[src/rtl/cuart_pkg.sv]
package cuart_pkg;
  localparam logic [7:0] OFF_DATA = 8'h40;
  localparam logic [7:0] OFF_IER  = 8'h44;
  localparam logic [7:0] OFF_IIR  = 8'h48;
  localparam logic [7:0] OFF_LCR  = 8'h4C;
  localparam logic [7:0] OFF_MCR  = 8'h50;
  localparam logic [7:0] OFF_LSR  = 8'h54;
  localparam logic [7:0] OFF_MSR  = 8'h58;
  localparam logic [7:0] OFF_SCR  = 8'h5C;
  localparam logic [7:0] OFF_CTL  = 8'h60;
  localparam logic [7:0] OFF_STAT = 8'h64;
  localparam logic [7:0] OFF_BAUD = 8'h68;

  localparam logic [7:0] CTL_RESET = 8'h03;

  typedef struct packed {
    logic dlab;
    logic brk;
    logic d8;
  } line_ctl_t;
endpackage

[src/rtl/cuart_fifo.sv]
module cuart_fifo #(
  parameter int unsigned WIDTH = 8,
  parameter int unsigned DEPTH = 8,
  localparam int unsigned PW = (DEPTH > 1) ? $clog2(DEPTH) : 1,
  localparam int unsigned CW = $clog2(DEPTH + 1)
) (
  input  logic             clk_i,
  input  logic             rst_ni,
  input  logic             push_i,
  input  logic [WIDTH-1:0] data_i,
  input  logic             pop_i,
  output logic [WIDTH-1:0] data_o,
  output logic [CW-1:0]    count_o,
  output logic             full_o,
  output logic             empty_o
);
  logic [WIDTH-1:0] mem_q [DEPTH];
  logic [PW-1:0]    wr_q, rd_q;
  logic [CW-1:0]    cnt_q;
  logic             do_push, do_pop;

  assign full_o  = (cnt_q == CW'(DEPTH));
  assign empty_o = (cnt_q == '0);
  // full/empty judged on the level at the start of the cycle
  assign do_push = push_i && !full_o;
  assign do_pop  = pop_i && !empty_o;

  function automatic logic [PW-1:0] nxt(input logic [PW-1:0] p);
    return (p == PW'(DEPTH - 1)) ? '0 : p + PW'(1);
  endfunction

  always_ff @(posedge clk_i) begin
    if (do_push) mem_q[wr_q] <= data_i;
  end

  always_ff @(posedge clk_i or negedge rst_ni) begin
    if (!rst_ni) begin
      wr_q  <= '0;
      rd_q  <= '0;
      cnt_q <= '0;
    end else begin
      if (do_push) wr_q <= nxt(wr_q);
      if (do_pop)  rd_q <= nxt(rd_q);
      cnt_q <= cnt_q + CW'(do_push) - CW'(do_pop);
    end
  end

  assign data_o  = mem_q[rd_q];
  assign count_o = cnt_q;
endmodule

[src/rtl/cuart_status.sv]
module cuart_status (
  input  logic       en_i,
  input  logic       rx_empty_i,
  input  logic       tx_empty_i,
  input  logic       tx_full_i,
  input  logic       tx_busy_i,
  input  logic       ovr_i,
  input  logic [1:0] ier_i,
  output logic [7:0] lsr_o,
  output logic [7:0] iir_o,
  output logic       irq_o
);
  logic rx_pend, tx_pend;

  assign rx_pend = ier_i[0] && !rx_empty_i;
  assign tx_pend = ier_i[1] && tx_empty_i;

  assign lsr_o = {1'b0, tx_empty_i && !tx_busy_i, !tx_full_i, 3'b000, ovr_i, !rx_empty_i};
  // receive source takes priority
  assign iir_o = {5'b0, rx_pend, tx_pend && !rx_pend, !(rx_pend || tx_pend)};
  assign irq_o = en_i && (rx_pend || tx_pend);
endmodule

[src/rtl/cuart_regs.sv]
module cuart_regs
  import cuart_pkg::*;
#(
  parameter int unsigned ADDR_W     = 8,
  parameter int unsigned FIFO_DEPTH = 8
) (
  input  logic              clk_i,
  input  logic              rst_ni,
  input  logic              module_en_i,
  input  logic              req_i,
  input  logic              we_i,
  input  logic [ADDR_W-1:0] addr_i,
  input  logic [31:0]       wdata_i,
  output logic [31:0]       rdata_o,
  output logic              irq_o,
  input  logic              rx_push_i,
  input  logic [7:0]        rx_data_i,
  input  logic              tx_busy_i,
  input  logic              tx_pop_i,
  output logic              tx_valid_o,
  output logic [7:0]        tx_data_o,
  output logic [15:0]       baud_div_o,
  output logic              tx_en_o,
  output logic              rx_en_o,
  output logic              data8_o,
  output logic              break_o,
  output logic              rts_req_o,
  output logic [5:0]        flow_cfg_o
);
  localparam int unsigned CW = $clog2(FIFO_DEPTH + 1);

  // register state
  logic [1:0]  ier_q;
  line_ctl_t   lcr_q;
  logic        rts_q;
  logic [7:0]  scr_q;
  logic [7:0]  ctl_q;
  logic [15:0] baud_q;
  logic        ovr_q;

  // fifo signals
  logic          tx_push, tx_pop, tx_full, tx_empty;
  logic          rx_acc, rx_pop, rx_full, rx_empty;
  logic [7:0]    tx_head, rx_head;
  logic [CW-1:0] tx_cnt, rx_cnt;

  // decode
  logic rd_en, wr_en;
  logic hit_data, hit_ier, hit_iir, hit_lcr, hit_mcr, hit_lsr;
  logic hit_msr, hit_scr, hit_ctl, hit_stat, hit_baud;
  logic ovr_evt;
  logic [7:0] lsr, iir;
  logic unused_wdata;

  assign unused_wdata = ^wdata_i[31:16];

  assign rd_en = req_i && !we_i && module_en_i;
  assign wr_en = req_i && we_i && module_en_i;

  assign hit_data = (addr_i == ADDR_W'(OFF_DATA));
  assign hit_ier  = (addr_i == ADDR_W'(OFF_IER));
  assign hit_iir  = (addr_i == ADDR_W'(OFF_IIR));
  assign hit_lcr  = (addr_i == ADDR_W'(OFF_LCR));
  assign hit_mcr  = (addr_i == ADDR_W'(OFF_MCR));
  assign hit_lsr  = (addr_i == ADDR_W'(OFF_LSR));
  assign hit_msr  = (addr_i == ADDR_W'(OFF_MSR));
  assign hit_scr  = (addr_i == ADDR_W'(OFF_SCR));
  assign hit_ctl  = (addr_i == ADDR_W'(OFF_CTL));
  assign hit_stat = (addr_i == ADDR_W'(OFF_STAT));
  assign hit_baud = (addr_i == ADDR_W'(OFF_BAUD));

  // data port steering
  assign tx_push = wr_en && hit_data && !lcr_q.dlab;
  assign rx_pop  = rd_en && hit_data && !lcr_q.dlab;

  assign rx_acc  = module_en_i && ctl_q[0] && rx_push_i;
  assign ovr_evt = rx_acc && rx_full;

  assign tx_valid_o = module_en_i && ctl_q[1] && !tx_empty;
  assign tx_pop     = tx_pop_i && tx_valid_o;
  assign tx_data_o  = tx_head;

  cuart_fifo #(.WIDTH(8), .DEPTH(FIFO_DEPTH)) tx_fifo_i (
    .clk_i   (clk_i),
    .rst_ni  (rst_ni),
    .push_i  (tx_push),
    .data_i  (wdata_i[7:0]),
    .pop_i   (tx_pop),
    .data_o  (tx_head),
    .count_o (tx_cnt),
    .full_o  (tx_full),
    .empty_o (tx_empty)
  );

  cuart_fifo #(.WIDTH(8), .DEPTH(FIFO_DEPTH)) rx_fifo_i (
    .clk_i   (clk_i),
    .rst_ni  (rst_ni),
    .push_i  (rx_acc),
    .data_i  (rx_data_i),
    .pop_i   (rx_pop),
    .data_o  (rx_head),
    .count_o (rx_cnt),
    .full_o  (rx_full),
    .empty_o (rx_empty)
  );

  cuart_status status_i (
    .en_i       (module_en_i),
    .rx_empty_i (rx_empty),
    .tx_empty_i (tx_empty),
    .tx_full_i  (tx_full),
    .tx_busy_i  (tx_busy_i),
    .ovr_i      (ovr_q),
    .ier_i      (ier_q),
    .lsr_o      (lsr),
    .iir_o      (iir),
    .irq_o      (irq_o)
  );

  // control registers
  always_ff @(posedge clk_i or negedge rst_ni) begin
    if (!rst_ni) begin
      ier_q  <= '0;
      lcr_q  <= '0;
      rts_q  <= 1'b0;
      scr_q  <= '0;
      ctl_q  <= CTL_RESET;
      baud_q <= '0;
    end else if (wr_en) begin
      if (hit_ier) ier_q <= wdata_i[1:0];
      if (hit_lcr) lcr_q <= '{dlab: wdata_i[7], brk: wdata_i[6], d8: wdata_i[0]};
      if (hit_mcr) rts_q <= wdata_i[1];
      if (hit_scr) scr_q <= wdata_i[7:0];
      if (hit_ctl) ctl_q <= wdata_i[7:0];
      if (hit_baud) baud_q <= wdata_i[15:0];
      else if (hit_data && lcr_q.dlab) baud_q[7:0] <= wdata_i[7:0];
    end
  end

  // overrun: a new event beats the read-clear
  always_ff @(posedge clk_i or negedge rst_ni) begin
    if (!rst_ni) ovr_q <= 1'b0;
    else if (ovr_evt) ovr_q <= 1'b1;
    else if (rd_en && hit_lsr) ovr_q <= 1'b0;
  end

  // read mux
  always_comb begin
    rdata_o = '0;
    if (rd_en) begin
      unique case (1'b1)
        hit_data: rdata_o[7:0] = lcr_q.dlab ? baud_q[7:0] : (rx_empty ? 8'h00 : rx_head);
        hit_ier:  rdata_o[1:0] = ier_q;
        hit_iir:  rdata_o[7:0] = iir;
        hit_lcr:  rdata_o[7:0] = {lcr_q.dlab, lcr_q.brk, 5'b0, lcr_q.d8};
        hit_mcr:  rdata_o[7:0] = {6'b0, rts_q, 1'b0};
        hit_lsr:  rdata_o[7:0] = lsr;
        hit_msr:  rdata_o = '0;
        hit_scr:  rdata_o[7:0] = scr_q;
        hit_ctl:  rdata_o[7:0] = ctl_q;
        hit_stat: begin
          rdata_o[0]       = ovr_q;
          rdata_o[8 +: CW]  = rx_cnt;
          rdata_o[16 +: CW] = tx_cnt;
        end
        hit_baud: rdata_o[15:0] = baud_q;
        default:  rdata_o = '0;
      endcase
    end
  end

  assign baud_div_o = baud_q;
  assign tx_en_o    = ctl_q[1];
  assign rx_en_o    = ctl_q[0];
  assign flow_cfg_o = ctl_q[7:2];
  assign data8_o    = lcr_q.d8;
  assign break_o    = lcr_q.brk;
  assign rts_req_o  = rts_q;
endmodule

[config.mk]
export PLATFORM = sky130hd
export DESIGN_NAME = cuart_regs
export DESIGN_NICKNAME = d
export VERILOG_FILES = /design/src/rtl/cuart_pkg.sv /design/src/rtl/cuart_fifo.sv /design/src/rtl/cuart_status.sv /design/src/rtl/cuart_regs.sv
export SDC_FILE = /design/constraint.sdc
export NUM_CORES = 1
export LEC_CHECK = 0
export CAP_MARGIN = 30
export CORE_MARGIN = 5
export CORE_UTILIZATION = 30
export CTS_BUF_LIST = sky130_fd_sc_hd__clkbuf_16
export CTS_CLUSTER_DIAMETER = 30
export DETAILED_ROUTE_END_ITERATION = 7
export SLEW_MARGIN = 30
export SYNTH_ARGS = -nofsm -noshare
export SYNTH_HDL_FRONTEND = slang
export SYNTH_SLANG_ARGS = --single-unit
[constraint.sdc]
create_clock -name clk_i -period 3.03 [get_ports clk_i]
set_input_delay 0.303 -clock clk_i [delete_from_list [all_inputs] [get_ports clk_i]]
set_output_delay 0.303 -clock clk_i [all_outputs]
set_load 0.02 [all_outputs]
==> reports/metrics.csv <==
metric,value,unit
Slew HR,0.489,
Critical Path Source Type,primary input,
Leak,4.19,nW
final core area utilization,0.389,
Detailed Route WL,19300,um
Post-synth EDFFs,128,
first-pass GRT wire length,30100,um
RSZ-0062 raised after global routing,no,
crit share post-route,0.976,
register area share after synthesis,0.629,
CTS sink cnt,187,
"Req. time, crit path",2.73,ns
fill count,2608,
WL per Instance,17.8,um
Root Driver,clkbuf_16,
"Slew Viols, Final",0,
fin crit period,2.96,ns
Overflow after GRT,0,
cell mode on critical path,buf_4,
Sw Ratio,0.243,
DRC,0,
DRT iter0 DRCs,227,
Die Y,178,um
vias per inst,4.66,
placed inst area,10200,um^2
Gate power share,0.085,
arrival time worst endpoint,2.65,ns
"Critical Path, Cell by Cell","clkdlybuf4s50_1, buf_4, or4b_2, buf_4, nor4_1, a211oi_1, a31oi_1, buf_4",
Power Internal,0.00410,W
vias in the first global route,5233,
crit path kind,primary input to output pin,
"antenna viol nets, final",0,
Worst Max-Slew Pin Slew,0.766,ns
CTS buffer count,17,
setup_tns,0,ns
asr flop ratio synth,0.316,
final setup fails,0,
synthesized instance count,532,
run status,"complete, no violations",
"CTS clk-pin slew, worst paths",0.07,ns
Cell variety after synth,61,
Synth Flop Type,edfxtp_1,
critical path's slowest cell,or4b_2,
Hold Path Class,primary input to asynchronous set/reset pin,
Reg power frac,0.520,
largest net degree at the start of global routing,60,
"FF+latch count, synth",187,
Core Area,27900,um^2
layout cells sized above 1,0.307,
worst-case reg-to-reg path depth,12,
Area Growth Syn to Fin,28.0,%
Starting Density,0.304,
NetSw,0.00131,W
highest cell delay on the worst timing path,0.63,ns
die area,31700,um^2
Layout Cell Area excl Fill,10800,um^2
Clock Latency Late Sink,0.43,ns
crit path max fanout,12,
Clock power frac,0.395,
clock skew,0.0146,ns
Vias,5041,
warnings from Yosys,0,
H-tree levels,4,
RD Place Congestion,0.834,
Fin. Hold Viols,0,
NumNets Final,769,
Clock Tree Buf Depth,2,
Post-Syn Area,8470,um^2
GRT Resource Usage Total,0.125,
DP HPWL,14200,um
PortBufs,96,
ANT cells,0,
Peak supply drop,0.343,mV
Pre-antenna DRT Iters,4,
CTS tree,built,
Fmax achieved,338,MHz
I/O pin cnt,125,
Die Wd,178,um
Rows,61,
MaxCap Viol Count,0,
syn_area_per_cell,15.9,um^2
Worst Setup End Kind,output pin,
antenna violations before repair,0,
Pwr Density,499,nW/um^2
[sequential cells by signal, indices dropped and copies added (netlist names), 2 cells and up]
| register | flops |
|---|---|
| scr_q | 8 |
| ier_q | 2 |
| rx_fifo_i.mem_q | 64 |
| tx_fifo_i.rd_q | 3 |
| tx_fifo_i.count_o | 4 |
| baud_div_o | 16 |
| rx_fifo_i.wr_q | 3 |
| rx_fifo_i.rd_q | 3 |
| tx_fifo_i.mem_q | 64 |
| tx_fifo_i.wr_q | 3 |
| rx_fifo_i.count_o | 4 |
| ctl_q | 8 |
[Yosys cell counts (2+ instances only)]
master     instances  area, um^2
nand2_1           20        75.1
a22oi_1            7        52.6
fa_1               2        40.0
buf_2              7        35.0
mux4_2            32         721
xor2_1             2        17.5
nand2b_1           5        31.3
dfstp_2            2        52.6
or3b_2             7        61.3
and4_1             2        17.5
xnor2_1            2        17.5
nor4bb_1           2        20.0
nand4bb_1          3        33.8
buf_1              3        11.3
mux2_2            63         709
o21ai_0            8        40.0
a31oi_1            4        25.0
or3_1              2        12.5
inv_1             23        86.3
nor4b_1            6        52.6
or4_1              2        15.0
a21oi_1            8        40.0
nor2b_1            3        18.8
dfrtp_1           57        1430
a211oi_1           2        15.0
a21o_1             3        22.5
and2_1             2        12.5
edfxtp_1         128        3840
nor4_1             9        56.3
ha_1              20         250
clkbuf_1           7        26.3
nand4_1            2        12.5
and3_1             8        50.1
mux2i_1            4        40.0
buf_4             13        97.6
nand3_1            6        30.0
nor3_1            11        55.1
nor2_1            17        63.8
mux2_4             3        45.0
a222oi_1           4        40.0
[per-stage QoR]
step | cells | setup WS [ns] | power (W) | hold slack (ns)
2_1_floorplan | 543 | 0.216 | 0.00314 | 0.00741
3_3_place_gp | 1050 | -0.181 | 0.00333 | 0.484
3_5_place_dp | 1050 | -0.181 | 0.00334 | 0.488
4_1_cts | 1081 | 0.0118 | 0.00549 | 0.0546
5_1_grt | 1081 | 0.00438 | 0.00565 | 0.0911
6_report | 1081 | 0.0729 | 0.00541 | 0.0219
[power by group through the flow]
stage / clock, W / sequential (W) / combinational, W
CTS: 0.00221 / 0.00281 / 0.000469
detailed placement: 0 / 0.00287 / 0.000467
global route: 0.00230 / 0.00282 / 0.000521
floorplan: 0 / 0.00287 / 0.000272
finish: 0.00214 / 0.00281 / 0.000460
global placement: 0 / 0.00287 / 0.000459
[worst max-delay path, delay by kind of cell]
kind / cells / cell delay [ns]
AO/OA/AOI/OAI: 2 / 0.24
buffers and inverters: 4 / 1.04
AND/OR/NAND/NOR: 2 / 1.07
[final cells by class]
type,instances,area (um^2),area share
Sequential cell,187,5320,0.491
Multi-Input combinational cell,301,2920,0.269
Timing Repair Buffer,161,1460,0.135
Tap cell,378,473,0.0436
Clock buffer,17,425,0.0393
Clock inverter,14,151,0.0140
Inverter,23,86.3,0.00797
[cells by family after synthesis]
kind of cell / count (synthesis) / share of synthesized area
xor gates and xnor gates: 4 / 0.00414
other: 1 / 0.000443
AOI/OAI and AO/OA: 43 / 0.0349
DFF: 187 / 0.629
muxes: 102 / 0.179
buffers and inverters: 55 / 0.0322
and+or+nand+nor: 118 / 0.0863
adders and majority gates: 22 / 0.0343
[cell usage in the layout, fill, tap and decap left out, drive strengths merged, types with 7 or more instances in the layout]
master / count
nor2: 18
edfxtp: 128
inv: 29
and3: 8
nand2: 21
nor3: 12
mux2: 66
conb: 12
clkdlybuf4s50: 79
ha: 20
o21ai: 8
dlygate4sd2: 8
a21oi: 8
mux4: 32
dfrtp: 57
clkinv: 7
a22oi: 7
nor4: 10
buf: 67
or3b: 7
clkbuf: 17
[routing by layer]
| metal | wire length, um | track usage | up-vias |
|---|---|---|---|
| li1 | - | - | 2381 |
| met1 | 8320 | 0.158 | 2541 |
| met2 | 9760 | 0.215 | 98 |
| met3 | 857 | 0.0276 | 21 |
| met4 | 325 | 0.0371 | 0 |
| met5 | 0 | 0 | - |
[what timing repair did]
item | 4_1_cts | 5_1_grt
hold buffers | 0 | 0
buffers inserted | 0 | 0
endpoints found under the setup margin | 9 | 7
hold endpoints to repair | 0 | 0
gates resized for setup | 11 | 8
[worst paths after layout]
check / start / endpoint / slack, ns
worst max-delay path: addr_i[2] / rdata_o[6] / 0.07
worst min-delay path: rst_ni / tx_fifo_i.rd_q[2]$_DFFE_PN0P_ / 0.02
worst max register to register: tx_fifo_i.count_o[2]$_DFF_PN0_ / tx_fifo_i.count_o[2]$_DFF_PN0_ / 0.36
worst min register to register: scr_q[6]$_DFFE_PN0P_ / scr_q[6]$_DFFE_PN0P_ / 0.51
max in group asynchronous: rst_ni / rx_fifo_i.rd_q[1]$_DFFE_PN0P_ / 2.45
min in group clk_i: rx_push_i / ovr_q$_DFFE_PN0P_ / 0.47
Power figures use the tool's default switching activity.
